<file path="src/rtl/tmr_pair_pkg.sv">
package tmr_pair_pkg;
  localparam int BYTE_W = 8;
  localparam int ADDR_W = 3;

  typedef enum logic [1:0] {
    M_13     = 2'd0,
    M_16     = 2'd1,
    M_RELOAD = 2'd2,
    M_SPLIT  = 2'd3
  } tmr_mode_e;

  // gate at nibble bit 3, select at bit 2, mode at [1:0]
  typedef struct packed {
    logic      gate;
    logic      ext;
    tmr_mode_e mode;
  } tmr_cfg_t;

  localparam logic [ADDR_W-1:0] A_MODE = 3'd0;
  localparam logic [ADDR_W-1:0] A_CTRL = 3'd1;
  localparam logic [ADDR_W-1:0] A_LO0  = 3'd2;
  localparam logic [ADDR_W-1:0] A_HI0  = 3'd3;
  localparam logic [ADDR_W-1:0] A_LO1  = 3'd4;
  localparam logic [ADDR_W-1:0] A_HI1  = 3'd5;
endpackage

</file>
<file path="src/rtl/tmr_pair_tick.sv">
module tmr_pair_tick #(
  parameter int DIV = 12
) (
  input  logic clk_i,
  input  logic rst_ni,
  output logic tick_o
);
  localparam int W = (DIV > 1) ? $clog2(DIV) : 1;

  logic [W-1:0] cnt_q;

  assign tick_o = (cnt_q == W'(DIV - 1));

  always_ff @(posedge clk_i or negedge rst_ni) begin
    if (!rst_ni)     cnt_q <= '0;
    else if (tick_o) cnt_q <= '0;
    else             cnt_q <= cnt_q + W'(1);
  end
endmodule

</file>
<file path="src/rtl/tmr_pair_evt.sv">
module tmr_pair_evt (
  input  logic clk_i,
  input  logic rst_ni,
  input  logic tick_i,
  input  logic ext_sel_i,
  input  logic gate_i,
  input  logic run_i,
  input  logic gate_pin_i,
  input  logic cnt_pin_i,
  output logic evt_o
);
  logic smp_q;
  logic fall;
  logic en;

  always_ff @(posedge clk_i or negedge rst_ni) begin
    if (!rst_ni)     smp_q <= 1'b0;
    else if (tick_i) smp_q <= cnt_pin_i;
  end

  // previous sample high, this sample low
  assign fall  = smp_q & ~cnt_pin_i;
  assign en    = run_i & (~gate_i | gate_pin_i);
  assign evt_o = en & tick_i & (ext_sel_i ? fall : 1'b1);
endmodule

</file>
<file path="src/rtl/tmr_pair_core.sv">
module tmr_pair_core
  import tmr_pair_pkg::*;
#(
  parameter bit SPLIT_OK = 1'b1,
  parameter int PRE_W    = 5
) (
  input  logic              clk_i,
  input  logic              rst_ni,
  input  tmr_mode_e         mode_i,
  input  logic              cnt_evt_i,
  input  logic              hi_evt_i,
  input  logic              wr_lo_i,
  input  logic              wr_hi_i,
  input  logic [BYTE_W-1:0] wdata_i,
  output logic [BYTE_W-1:0] lo_o,
  output logic [BYTE_W-1:0] hi_o,
  output logic              ovf_o,
  output logic              hi_ovf_o
);
  localparam int CW = 2 * BYTE_W;

  logic [BYTE_W-1:0] lo_q, hi_q, lo_d, hi_d;

  always_comb begin
    lo_d     = lo_q;
    hi_d     = hi_q;
    ovf_o    = 1'b0;
    hi_ovf_o = 1'b0;
    unique case (mode_i)
      M_13: if (cnt_evt_i) begin
        lo_d[PRE_W-1:0] = lo_q[PRE_W-1:0] + PRE_W'(1);
        if (&lo_q[PRE_W-1:0]) begin
          hi_d  = hi_q + BYTE_W'(1);
          ovf_o = &hi_q;
        end
      end
      M_16: if (cnt_evt_i) begin
        {hi_d, lo_d} = {hi_q, lo_q} + CW'(1);
        ovf_o        = &{hi_q, lo_q};
      end
      M_RELOAD: if (cnt_evt_i) begin
        if (&lo_q) begin
          lo_d  = hi_q;
          ovf_o = 1'b1;
        end else begin
          lo_d = lo_q + BYTE_W'(1);
        end
      end
      M_SPLIT: if (SPLIT_OK) begin
        if (cnt_evt_i) begin
          lo_d  = lo_q + BYTE_W'(1);
          ovf_o = &lo_q;
        end
        if (hi_evt_i) begin
          hi_d     = hi_q + BYTE_W'(1);
          hi_ovf_o = &hi_q;
        end
      end
    endcase
    if (wr_lo_i) lo_d = wdata_i;
    if (wr_hi_i) hi_d = wdata_i;
  end

  always_ff @(posedge clk_i or negedge rst_ni) begin
    if (!rst_ni) begin
      lo_q <= '0;
      hi_q <= '0;
    end else begin
      lo_q <= lo_d;
      hi_q <= hi_d;
    end
  end

  assign lo_o = lo_q;
  assign hi_o = hi_q;
endmodule

</file>
<file path="src/rtl/tmr_pair.sv">
module tmr_pair
  import tmr_pair_pkg::*;
#(
  parameter int TICK_DIV = 12,
  parameter int PRE_W    = 5
) (
  input  logic              clk_i,
  input  logic              rst_ni,
  input  logic              bus_we_i,
  input  logic [ADDR_W-1:0] bus_addr_i,
  input  logic [BYTE_W-1:0] bus_wdata_i,
  output logic [BYTE_W-1:0] bus_rdata_o,
  input  logic [1:0]        cnt_pin_i,
  input  logic [1:0]        gate_pin_i,
  output logic [1:0]        ovf_flag_o,
  output logic              t1_ovf_pulse_o
);
  localparam int NT = 2;

  tmr_cfg_t [NT-1:0]             cfg_q;
  logic     [NT-1:0]             run_q, flag_q, flag_set;
  logic     [NT-1:0]             run_eff, evt, ovf, hi_ovf, wr_lo, wr_hi;
  logic     [NT-1:0][BYTE_W-1:0] lo, hi;
  logic                          tick, split0, split_evt, wr_mode, wr_ctrl;

  assign wr_mode = bus_we_i && (bus_addr_i == A_MODE);
  assign wr_ctrl = bus_we_i && (bus_addr_i == A_CTRL);

  tmr_pair_tick #(.DIV(TICK_DIV)) u_tick (
    .clk_i  (clk_i),
    .rst_ni (rst_ni),
    .tick_o (tick)
  );

  assign split0     = (cfg_q[0].mode == M_SPLIT);
  // engine 1 loses its run bit to engine 0's high byte while split
  assign run_eff[0] = run_q[0];
  assign run_eff[1] = split0 | run_q[1];
  assign split_evt  = tick & run_q[1];

  for (genvar i = 0; i < NT; i++) begin : g_eng
    assign wr_lo[i] = bus_we_i && (bus_addr_i == ADDR_W'(A_LO0 + 2 * i));
    assign wr_hi[i] = bus_we_i && (bus_addr_i == ADDR_W'(A_HI0 + 2 * i));

    tmr_pair_evt u_evt (
      .clk_i      (clk_i),
      .rst_ni     (rst_ni),
      .tick_i     (tick),
      .ext_sel_i  (cfg_q[i].ext),
      .gate_i     (cfg_q[i].gate),
      .run_i      (run_eff[i]),
      .gate_pin_i (gate_pin_i[i]),
      .cnt_pin_i  (cnt_pin_i[i]),
      .evt_o      (evt[i])
    );

    tmr_pair_core #(.SPLIT_OK(i == 0), .PRE_W(PRE_W)) u_core (
      .clk_i     (clk_i),
      .rst_ni    (rst_ni),
      .mode_i    (cfg_q[i].mode),
      .cnt_evt_i (evt[i]),
      .hi_evt_i  ((i == 0) ? split_evt : 1'b0),
      .wr_lo_i   (wr_lo[i]),
      .wr_hi_i   (wr_hi[i]),
      .wdata_i   (bus_wdata_i),
      .lo_o      (lo[i]),
      .hi_o      (hi[i]),
      .ovf_o     (ovf[i]),
      .hi_ovf_o  (hi_ovf[i])
    );
  end

  assign flag_set[0] = ovf[0];
  assign flag_set[1] = split0 ? hi_ovf[0] : (ovf[1] | hi_ovf[1]);

  always_ff @(posedge clk_i or negedge rst_ni) begin
    if (!rst_ni) begin
      cfg_q  <= '0;
      run_q  <= '0;
      flag_q <= '0;
    end else begin
      if (wr_mode) cfg_q <= bus_wdata_i;
      if (wr_ctrl) run_q <= {bus_wdata_i[2], bus_wdata_i[0]};
      // hardware set wins over a same-cycle software clear
      flag_q <= (wr_ctrl ? {bus_wdata_i[3], bus_wdata_i[1]} : flag_q) | flag_set;
    end
  end

  always_comb begin
    unique case (bus_addr_i)
      A_MODE:  bus_rdata_o = cfg_q;
      A_CTRL:  bus_rdata_o = {4'b0, flag_q[1], run_q[1], flag_q[0], run_q[0]};
      A_LO0:   bus_rdata_o = lo[0];
      A_HI0:   bus_rdata_o = hi[0];
      A_LO1:   bus_rdata_o = lo[1];
      A_HI1:   bus_rdata_o = hi[1];
      default: bus_rdata_o = '0;
    endcase
  end

  assign ovf_flag_o     = flag_q;
  assign t1_ovf_pulse_o = ovf[1];
endmodule

</file>
<file path="config.mk">
export PLATFORM = sky130hd
export DESIGN_NAME = tmr_pair
export DESIGN_NICKNAME = d
export VERILOG_FILES = /design/src/rtl/tmr_pair_pkg.sv /design/src/rtl/tmr_pair_tick.sv /design/src/rtl/tmr_pair_evt.sv /design/src/rtl/tmr_pair_core.sv /design/src/rtl/tmr_pair.sv
export SDC_FILE = /design/constraint.sdc
export NUM_CORES = 1
export LEC_CHECK = 0
export CELL_PAD_IN_SITES_DETAIL_PLACEMENT = 1
export CELL_PAD_IN_SITES_GLOBAL_PLACEMENT = 1
export CORE_ASPECT_RATIO = 1.25
export CORE_UTILIZATION = 41
export CTS_CLUSTER_SIZE = 14
export DETAILED_ROUTE_END_ITERATION = 7
export MAX_ROUTING_LAYER = met4
export PLACE_DENSITY_LB_ADDON = 0.1
export SLEW_MARGIN = 30
export SYNTH_ARGS = -nofsm -noshare
export SYNTH_HDL_FRONTEND = slang
export SYNTH_HIERARCHICAL = 1
export SYNTH_SLANG_ARGS = --single-unit
</file>
<file path="constraint.sdc">
create_clock -name clk_i -period 3 [get_ports clk_i]
set_clock_uncertainty 0.05 [all_clocks]
set_input_delay 0.6 -clock clk_i [delete_from_list [all_inputs] [get_ports clk_i]]
set_output_delay 0.6 -clock clk_i [all_outputs]
set_load 0.02 [all_outputs]
</file>
==> impl_metrics.csv, run 1 <==
group,metric,value,unit
outcome,status,"finished clean",
timing,tns,0,ns
cts,insertion_delay,0.30,ns
timing,relSlewSlack,62.1,%
timing,holdWs,0.133,ns
detailed_routing,drt_wl_total,13800,um
setup_path,critPathArrivalTime,2.28,ns
finish,antennaDiodeCount,0,
global_route,busiest_layer,"met2",
timing,fin_ws,0.0697,ns
setup_path,cp_max_fo,10,
die,dieArea,9870,um2
yosys,syn_avg_cell_area,8.85,um2
global_route,antenna_found_initial,0,
global_route,met3_usage,3.35,%
yosys,syn_area,3890,um2
power_and_ir_drop,peakVddDrop,338,uV
cts,cts_root_buf,"clkbuf_16",
setup_path,endpoint_kind,"primary output",
detailed_routing,wl_per_cell,21.9,um
setup_path,r2r_cells,8,
detailed_routing,final_antenna_net_count,0,
yosys,syn_inst,439,
detailed_routing,vias,3814,
timing,rsz0062_at_grt,"false",
finish,drive_gt1_share,19.6,%
placement,portBuffers,28,
timing,worstMarginPinSlew,0.564,ns
setup_path,start_kind,"input port",
finish,area_growth,21.1,%
setup_path,regToRegEndpoint,"g_eng[0].u_core/hi_o[6]",
setup_path,crit_end,"bus_rdata_o[3]",
cts,cts_setup_buffers,0,
global_route,grt_use_met1,35.0,%
die,die_w,89.1,um
cts,clkSinkCount,50,
min_path,hold_path_class,"input port to asynchronous set/reset pin",
die,initial_core_util,42.4,%
global_route,grt_util_met2,52.0,%
power_and_ir_drop,powerDensity,707,nW/um2
placement,hpwl,10600,um
finish,nets,537,
setup_path,r2r_slack,0.24,ns
yosys,ys_warn_count,6,
cts,htreeDepth,2,
flow_run,drv_cap,0,
timing,max_clock_freq,341,MHz
detailed_routing,vias_per_cell,6.07,
setup_path,rr_startpoint,"u_tick/cnt_q[0]",
detailed_routing,drt_iter0_drc,106,
finish,multiInputGateArea,2430,um2
yosys,synth_fp_nets,472,
power_and_ir_drop,leakagePower,1.92,nW
timing,setup_viol,0,
setup_path,critPathKind,"input port to primary output",
timing,period_share,97.7,%
finish,ff_latch_area,1250,um2
timing,report.final.slew_viol_count,0,
cts,cts_buffer_depth,2,
die,die-height,111,um
global_route,grt-ovfl-total,0,
placement,place_ws,-0.297,ns
die,rows,39,
setup_path,worstPathRequired,2.35,ns
cts,cts_tree,"built",
timing,fin_crit,2.93,ns
cts,clk_pin_slew,0.07,ns
timing,hold_violations,0,
global_route,track_usage,30.5,%
detailed_routing,drc,0,
die,io_pins,29,
detailed_routing,drt_first_pass_iters,4,
finish,nFillCells,1106,
die,coreArea,9170,um2
cts,cts_buffers,5,
global_route,grt_pass1_vias,4131,
setup_path,crit_path_start,"bus_addr_i[2]",
global_route,grt_pass1_wl,21800,um
placement,place_congestion,0.903,
global_route,grt_max_degree,39,
[critical path: stages]
cell and delay [ns]:
dlygate4sd2_1 0.34, or2_2 0.40, o2bb2ai_1 0.20, a221o_1 0.14
clkdlybuf4s50_1 0.60
[worst min path at each step]
| stage | to | slack, ns | cells after the start |
|---|---|---|---|
| floorplan | cfg_q[0] | 0.25 | 0 |
| global placement | u_tick/cnt_q[0] | 0.42 | 1 |
| detailed placement | u_tick/cnt_q[0] | 0.43 | 1 |
| CTS | g_eng[1].u_core/hi_o[5] | 0.14 | 1 |
| global route | g_eng[1].u_core/hi_o[3] | 0.15 | 1 |
| finish | g_eng[1].u_core/hi_o[3] | 0.13 | 1 |
[layer usage]
| metal | wire, um | vias to the layer above |
|---|---|---|
| met3 | 486 | 31 |
| met1 | 5520 | 1894 |
| li1 | - | 1807 |
| met4 | 594 | 0 |
| met5 | 0 | - |
| met2 | 7170 | 82 |
[state kept, by name (all words and copies together) (netlist names)]
register           count
u_tick/cnt_q           4
cfg_q                  8
run_q                  2
ovf_flag_o             2
g_eng.u_core/hi_o     16
g_eng.u_evt/smp_q      2
g_eng.u_core/lo_o     16
[stage by stage]
stage	util (%)	cell area, um2	power (mW)	std cells
6_report	51.3	4710	3.33	628
5_1_grt	51.3	4710	3.54	628
4_1_cts	51.3	4710	3.34	628
3_5_place_dp	49.7	4560	2.74	620
3_3_place_gp	49.7	4560	2.68	620
2_1_floorplan	-	3890	2.04	439
[where the power goes]
part | internal (mW) | switching, mW | leakage (nW) | total, mW
clock | 0.310 | 0.283 | 0.0740 | 0.593
sequential | 0.864 | 0.277 | 0.580 | 1.14
combinational | 0.714 | 0.881 | 1.27 | 1.59
total | 1.89 | 1.44 | 1.92 | 3.33
[layout make-up]
type,count,area share (%)
Inverter,25,1.99
Multi-Input combinational cell,346,51.7
Clock buffer,5,2.66
Timing Repair Buffer,76,13.4
Clock inverter,3,0.399
Tap cell,123,3.27
Sequential cell,50,26.6
[repair_timing]
action                                 CTS  global route
resized for setup                        6             6
setup endpoints to repair                9             7
hold buffers                             0             0
endpoints found under the hold margin    0             0
cloned                                   0             0
[cells in the final DEF (no fill, tap or decap), types with 5 or more instances in the layout]
cell / n
clkdlybuf4s50_1: 22
nand2b_1: 11
and4_1: 6
nand2_1: 26
o211ai_1: 5
o22ai_1: 10
nand4_1: 11
o2bb2ai_1: 7
and3_1: 5
nand3_1: 26
clkbuf_16: 5
o21ai_0: 26
and2_1: 5
mux2_2: 15
o31ai_1: 12
buf_4: 48
a31oi_1: 17
nor3_1: 11
nor2_1: 26
dfrtp_1: 50
or4_1: 8
a221o_1: 6
nor2b_1: 5
a21oi_1: 11
o21a_1: 6
mux2i_1: 12
ha_1: 15
inv_1: 23
(Power assumes the default switching activity.)
==> inputs of run 2 (changes only) <==
CORE_UTILIZATION = 33   (was 41)
==> run 2 against run 1 <==
Effect of this change: fmax up 1.9%; sequential share of layout area down 0.14 points; setup slack better by 0.055 ns; global-route usage down 4.7 points; hold slack better by 0.10 ns; die area up 24%; combinational power down 3%; largest cell class unchanged.
==> impl_metrics.csv, run 2 (same netlist as run 1, synthesis figures left out) <==
group,metric,value,unit
die,die-height,123,um
setup_path,endpoint_kind,"primary output",
detailed_routing,drt_iter0_drc,162,
power_and_ir_drop,switching_share,42.4,%
die,io_pins,29,
cts,clk_pin_slew,0.07,ns
min_path,hold_path_class,"input port to asynchronous set/reset pin",
setup_path,cp_max_fo,8,
setup_path,critPathKind,"input port to primary output",
detailed_routing,drt_first_pass_iters,6,
timing,period_share,95.8,%
cts,holdBufCountCts,0,
placement,hpwl,11100,um
finish,final_common_cell,"dfrtp_1",
timing,hold_violations,0,
power_and_ir_drop,powerDensity,712,nW/um2
global_route,antenna_found_initial,0,
die,initial_core_util,34.4,%
cts,cts_buffer_depth,2,
power_and_ir_drop,peakVddDrop,360,uV
timing,rsz0062_at_grt,"false",
power_and_ir_drop,p_comb_share,46.0,%
timing,tns,0,ns
setup_path,rr_startpoint,"u_tick/cnt_q[0]",
detailed_routing,vias_per_cell,5.99,
finish,layout_common_cells,"dfrtp_1, buf_4",
timing,holdWs,0.234,ns
detailed_routing,vias,3835,
cts,cts_root_buf,"clkbuf_16",
outcome,status,"finished clean",
detailed_routing,final_antenna_net_count,0,
cts,insertion_delay,0.30,ns
power_and_ir_drop,seqPwrFrac,34.4,%
setup_path,regToRegEndpoint,"g_eng[0].u_core/hi_o[4]",
cts,htreeDepth,2,
timing,fin_ws,0.125,ns
global_route,grt_max_degree,23,
power_and_ir_drop,leakagePower,1.94,nW
setup_path,worstPathRequired,2.35,ns
timing,report.final.slew_viol_count,0,
placement,portBuffers,28,
finish,antennaDiodeCount,0,
global_route,grt_pass1_vias,4011,
timing,setup_viol,0,
die,dieArea,12200,um2
placement,dpl_cell_area,4580,um2
detailed_routing,wl_per_cell,22.6,um
cts,cts_tree,"built",
global_route,track_usage,25.7,%
flow_run,drv_cap,0,
setup_path,critPathArrivalTime,2.23,ns
finish,design_area,4730,um2
finish,area_growth,21.8,%
setup_path,r2r_slack,0.18,ns
placement,place_congestion,0.868,
global_route,grt_pass1_wl,22900,um
cts,clkSinkCount,50,
timing,fin_crit,2.88,ns
placement,place_ws,-0.282,ns
cts,cts_buffers,5,
finish,drive_gt1_share,19.2,%
finish,final_core_util,41.9,%
setup_path,r2r_cells,8,
global_route,grt-ovfl-total,0,
finish,nets,537,
power_and_ir_drop,pwr-share-clk,19.6,%
die,rows,43,
timing,relSlewSlack,60.4,%
timing,worstMarginPinSlew,0.589,ns
timing,max_clock_freq,348,MHz
detailed_routing,drt_wl_total,14500,um
power_and_ir_drop,switchingPower,1.43,mW
setup_path,start_kind,"input port",
detailed_routing,drc,0,
die,coreArea,11300,um2
power_and_ir_drop,intPower,1.94,mW
die,die_w,99.1,um
## run 2: critical path, stage by stage
cell,delay [ns]
clkdlybuf4s50_1,0.53
or2_2,0.41
o2bb2ai_1,0.21
a221o_1,0.14
dlygate4sd2_1,0.33
## run 2: per-stage QoR
stage	power, mW	instances
3_3_place_gp	2.69	632
4_1_cts	3.39	640
6_report	3.37	640
3_5_place_dp	2.73	632
5_1_grt	3.60	640
2_1_floorplan	2.04	439
## run 2: worst max-delay path by stage
stage	startpoint	to	slack [ns]
floorplan	u_tick/cnt_q[0]	g_eng[0].u_core/hi_o[2]	0.18
global placement	bus_addr_i[1]	bus_rdata_o[2]	-0.22
detailed placement	bus_addr_i[1]	bus_rdata_o[5]	-0.28
CTS	bus_addr_i[2]	bus_rdata_o[1]	0.04
global route	u_tick/cnt_q[0]	g_eng[0].u_core/hi_o[4]	0.02
finish	bus_addr_i[2]	bus_rdata_o[4]	0.12
## run 2: final cells by class
cell class              instances  area, um2
multi-input cells             346       2430
repair buffers                 76        622
well taps                     135        169
inverters                      25       93.8
clock buffers                   7        133
fillers                      1352       6570
flip-flops and latches         50       1250
clock inverters                 1       30.0
## run 2: timing repair
item / CTS / global route
setup endpoints to repair: 9 / 2
gates cloned: 0 / 0
resized for setup: 13 / 3
buffers inserted: 0 / 0
## run 2: power groups by stage
stage                     sequential [mW]  combinational, mW  clock [mW]
final                                1.16               1.55       0.659
after global routing                 1.19               1.71       0.699
after CTS                            1.16               1.55       0.682
after detailed placement             1.17               1.56           0
after global placement               1.16               1.52           0
after floorplan                      1.11              0.932           0
## run 2: per-layer routing
metal	share of wire [%]	vias up	global-route usage (%)
met3	2.5	29	3.11
li1	-	1802	-
met4	4.0	0	11.7
met1	43	1939	29.4
met2	51	65	45.4
met5	0	-	-
==> inputs of run 3 (changes only) <==
CORE_UTILIZATION = 41   (was 33)
REMOVE_ABC_BUFFERS = 1   (was not set)
==> run 3 against run 2 <==
Effect of this change: fmax fell by 2.4%; critical path depth did not move; final cell count fell by 2.7%; critical path type unchanged.
==> impl_metrics.csv, run 3 (same netlist as run 1, synthesis figures left out) <==
group,metric,value,unit
global_route,grt-ovfl-total,0,
cts,insertion_delay,0.29,ns
power_and_ir_drop,total_power,3.28,mW
global_route,antenna_found_initial,0,
timing,fin_crit,2.95,ns
cts,cts_setup_buffers,0,
timing,hold_violations,0,
cts,cts_tree,"built",
placement,place_congestion,0.903,
placement,dp_cells,615,
timing,rsz0062_at_grt,"false",
timing,report.final.slew_viol_count,0,
timing,period_share,98.2,%
timing,holdWs,0.108,ns
setup_path,slowest_delay,0.63,ns
global_route,grt_pass1_wl,21600,um
outcome,status,"finished clean",
finish,area_growth,19.9,%
setup_path,crit_path_start,"bus_addr_i[2]",
setup_path,start_kind,"input port",
setup_path,endpoint_kind,"primary output",
detailed_routing,drc,0,
setup_path,crit_chain,"clkdlybuf4s50_1 -> nand2b_1 -> buf_4 -> o22ai_1 -> clkdlybuf4s50_1",
timing,worstMarginPinSlew,0.588,ns
setup_path,critPathKind,"input port to primary output",
finish,design_area,4660,um2
power_and_ir_drop,peakVddDrop,347,uV
cts,clkSinkCount,50,
timing,tns,0,ns
timing,max_clock_freq,339,MHz
cts,holdBufCountCts,0,
setup_path,crit_path_frequent_cell,"clkdlybuf4s50_1",
placement,portBuffers,28,
detailed_routing,drt_wl_total,13600,um
detailed_routing,vias_per_cell,6.21,
finish,final_common_cell,"dfrtp_1",
global_route,grt_pass1_vias,4037,
cts,cts_root_buf,"clkbuf_16",
power_and_ir_drop,powerDensity,704,nW/um2
finish,final_core_util,50.8,%
setup_path,critPathArrivalTime,2.30,ns
global_route,grt_max_degree,42,
timing,relSlewSlack,60.5,%
die,dieArea,9870,um2
cts,cts_buffers,5,
finish,layout_common_cells,"dfrtp_1, buf_4",
die,rows,39,
die,die_w,89.1,um
setup_path,worstPathRequired,2.35,ns
finish,antennaDiodeCount,0,
power_and_ir_drop,leakagePower,1.90,nW
setup_path,rr_startpoint,"u_tick/cnt_q[0]",
timing,fin_ws,0.0531,ns
setup_path,cp_max_fo,7,
cts,cts_buffer_depth,2,
finish,drive_gt1_share,18.4,%
placement,dpl_cell_area,4530,um2
die,coreArea,9170,um2
finish,instances_no_fill,623,
placement,place_ws,-0.295,ns
cts,htreeDepth,2,
detailed_routing,vias,3867,
setup_path,critPathSlowestCell,"clkdlybuf4s50_1",
placement,hpwl,10500,um
flow_run,drv_cap,0,
finish,nets,532,
die,io_pins,29,
detailed_routing,wl_per_cell,21.8,um
cts,clk_pin_slew,0.07,ns
detailed_routing,drt_iter0_drc,184,
min_path,hold_path_class,"input port to asynchronous set/reset pin",
die,die-height,111,um
detailed_routing,final_antenna_net_count,0,
timing,setup_viol,0,
global_route,track_usage,30.2,%
die,initial_core_util,42.4,%
detailed_routing,drt_first_pass_iters,4,
[run 3: cell count changes in the layout (fill, tap and decap cells not counted), sizes merged]
| cell | change |
|---|---|
| buf | -5 |
| bufinv | -1 |
| clkdlybuf4s50 | +1 |
| clkinv | +1 |
| dlymetal6s2s | -1 |
[run 3: power by group]
group	internal [mW]	switching, mW
registers	0.865	0.281
logic	0.676	0.868
clock network	0.332	0.260
total	1.87	1.41
[run 3: path summary, 6_finish.rpt]
check	to	slack [ns]	cells after the start
setup / recovery	bus_rdata_o[1]	0.05	5
hold reg to reg	u_tick/cnt_q[1]	0.47	1
min in group clk_i	u_tick/cnt_q[1]	0.47	1
setup reg to reg	g_eng[0].u_core/hi_o[4]	0.20	8
max in group asynchronous	g_eng[0].u_core/lo_o[4]	1.97	2
hold / removal	g_eng[1].u_core/hi_o[5]	0.11	1
[run 3: cell type report]
class	count	area, um2
clock inverter	1	5.00
timing repair buffer	71	582
inverter	25	93.8
clock buffer	7	143
sequential	50	1250
fill	1131	4510
multi-input combinational	346	2430
tap	123	154
[run 3: timing repair]
action | CTS | global route
endpoints found under the hold margin | 0 | 0
resized for setup | 12 | 2
setup endpoints to repair | 9 | 4
[run 3: worst max-delay path: cells and delay by family]
family | cells | cell delay [ns]
AO/OA/AOI/OAI | 1 | 0.17
buffers and inverters | 3 | 1.39
AND/OR/NAND/NOR | 1 | 0.14
[run 3: per-layer routing]
metal	wire (um)	vias to the layer above	global-route usage [%]
met5	0	-	-
met4	633	0	13.4
met3	334	29	3.72
met2	6940	78	50.4
met1	5700	1958	35.7
li1	-	1802	-
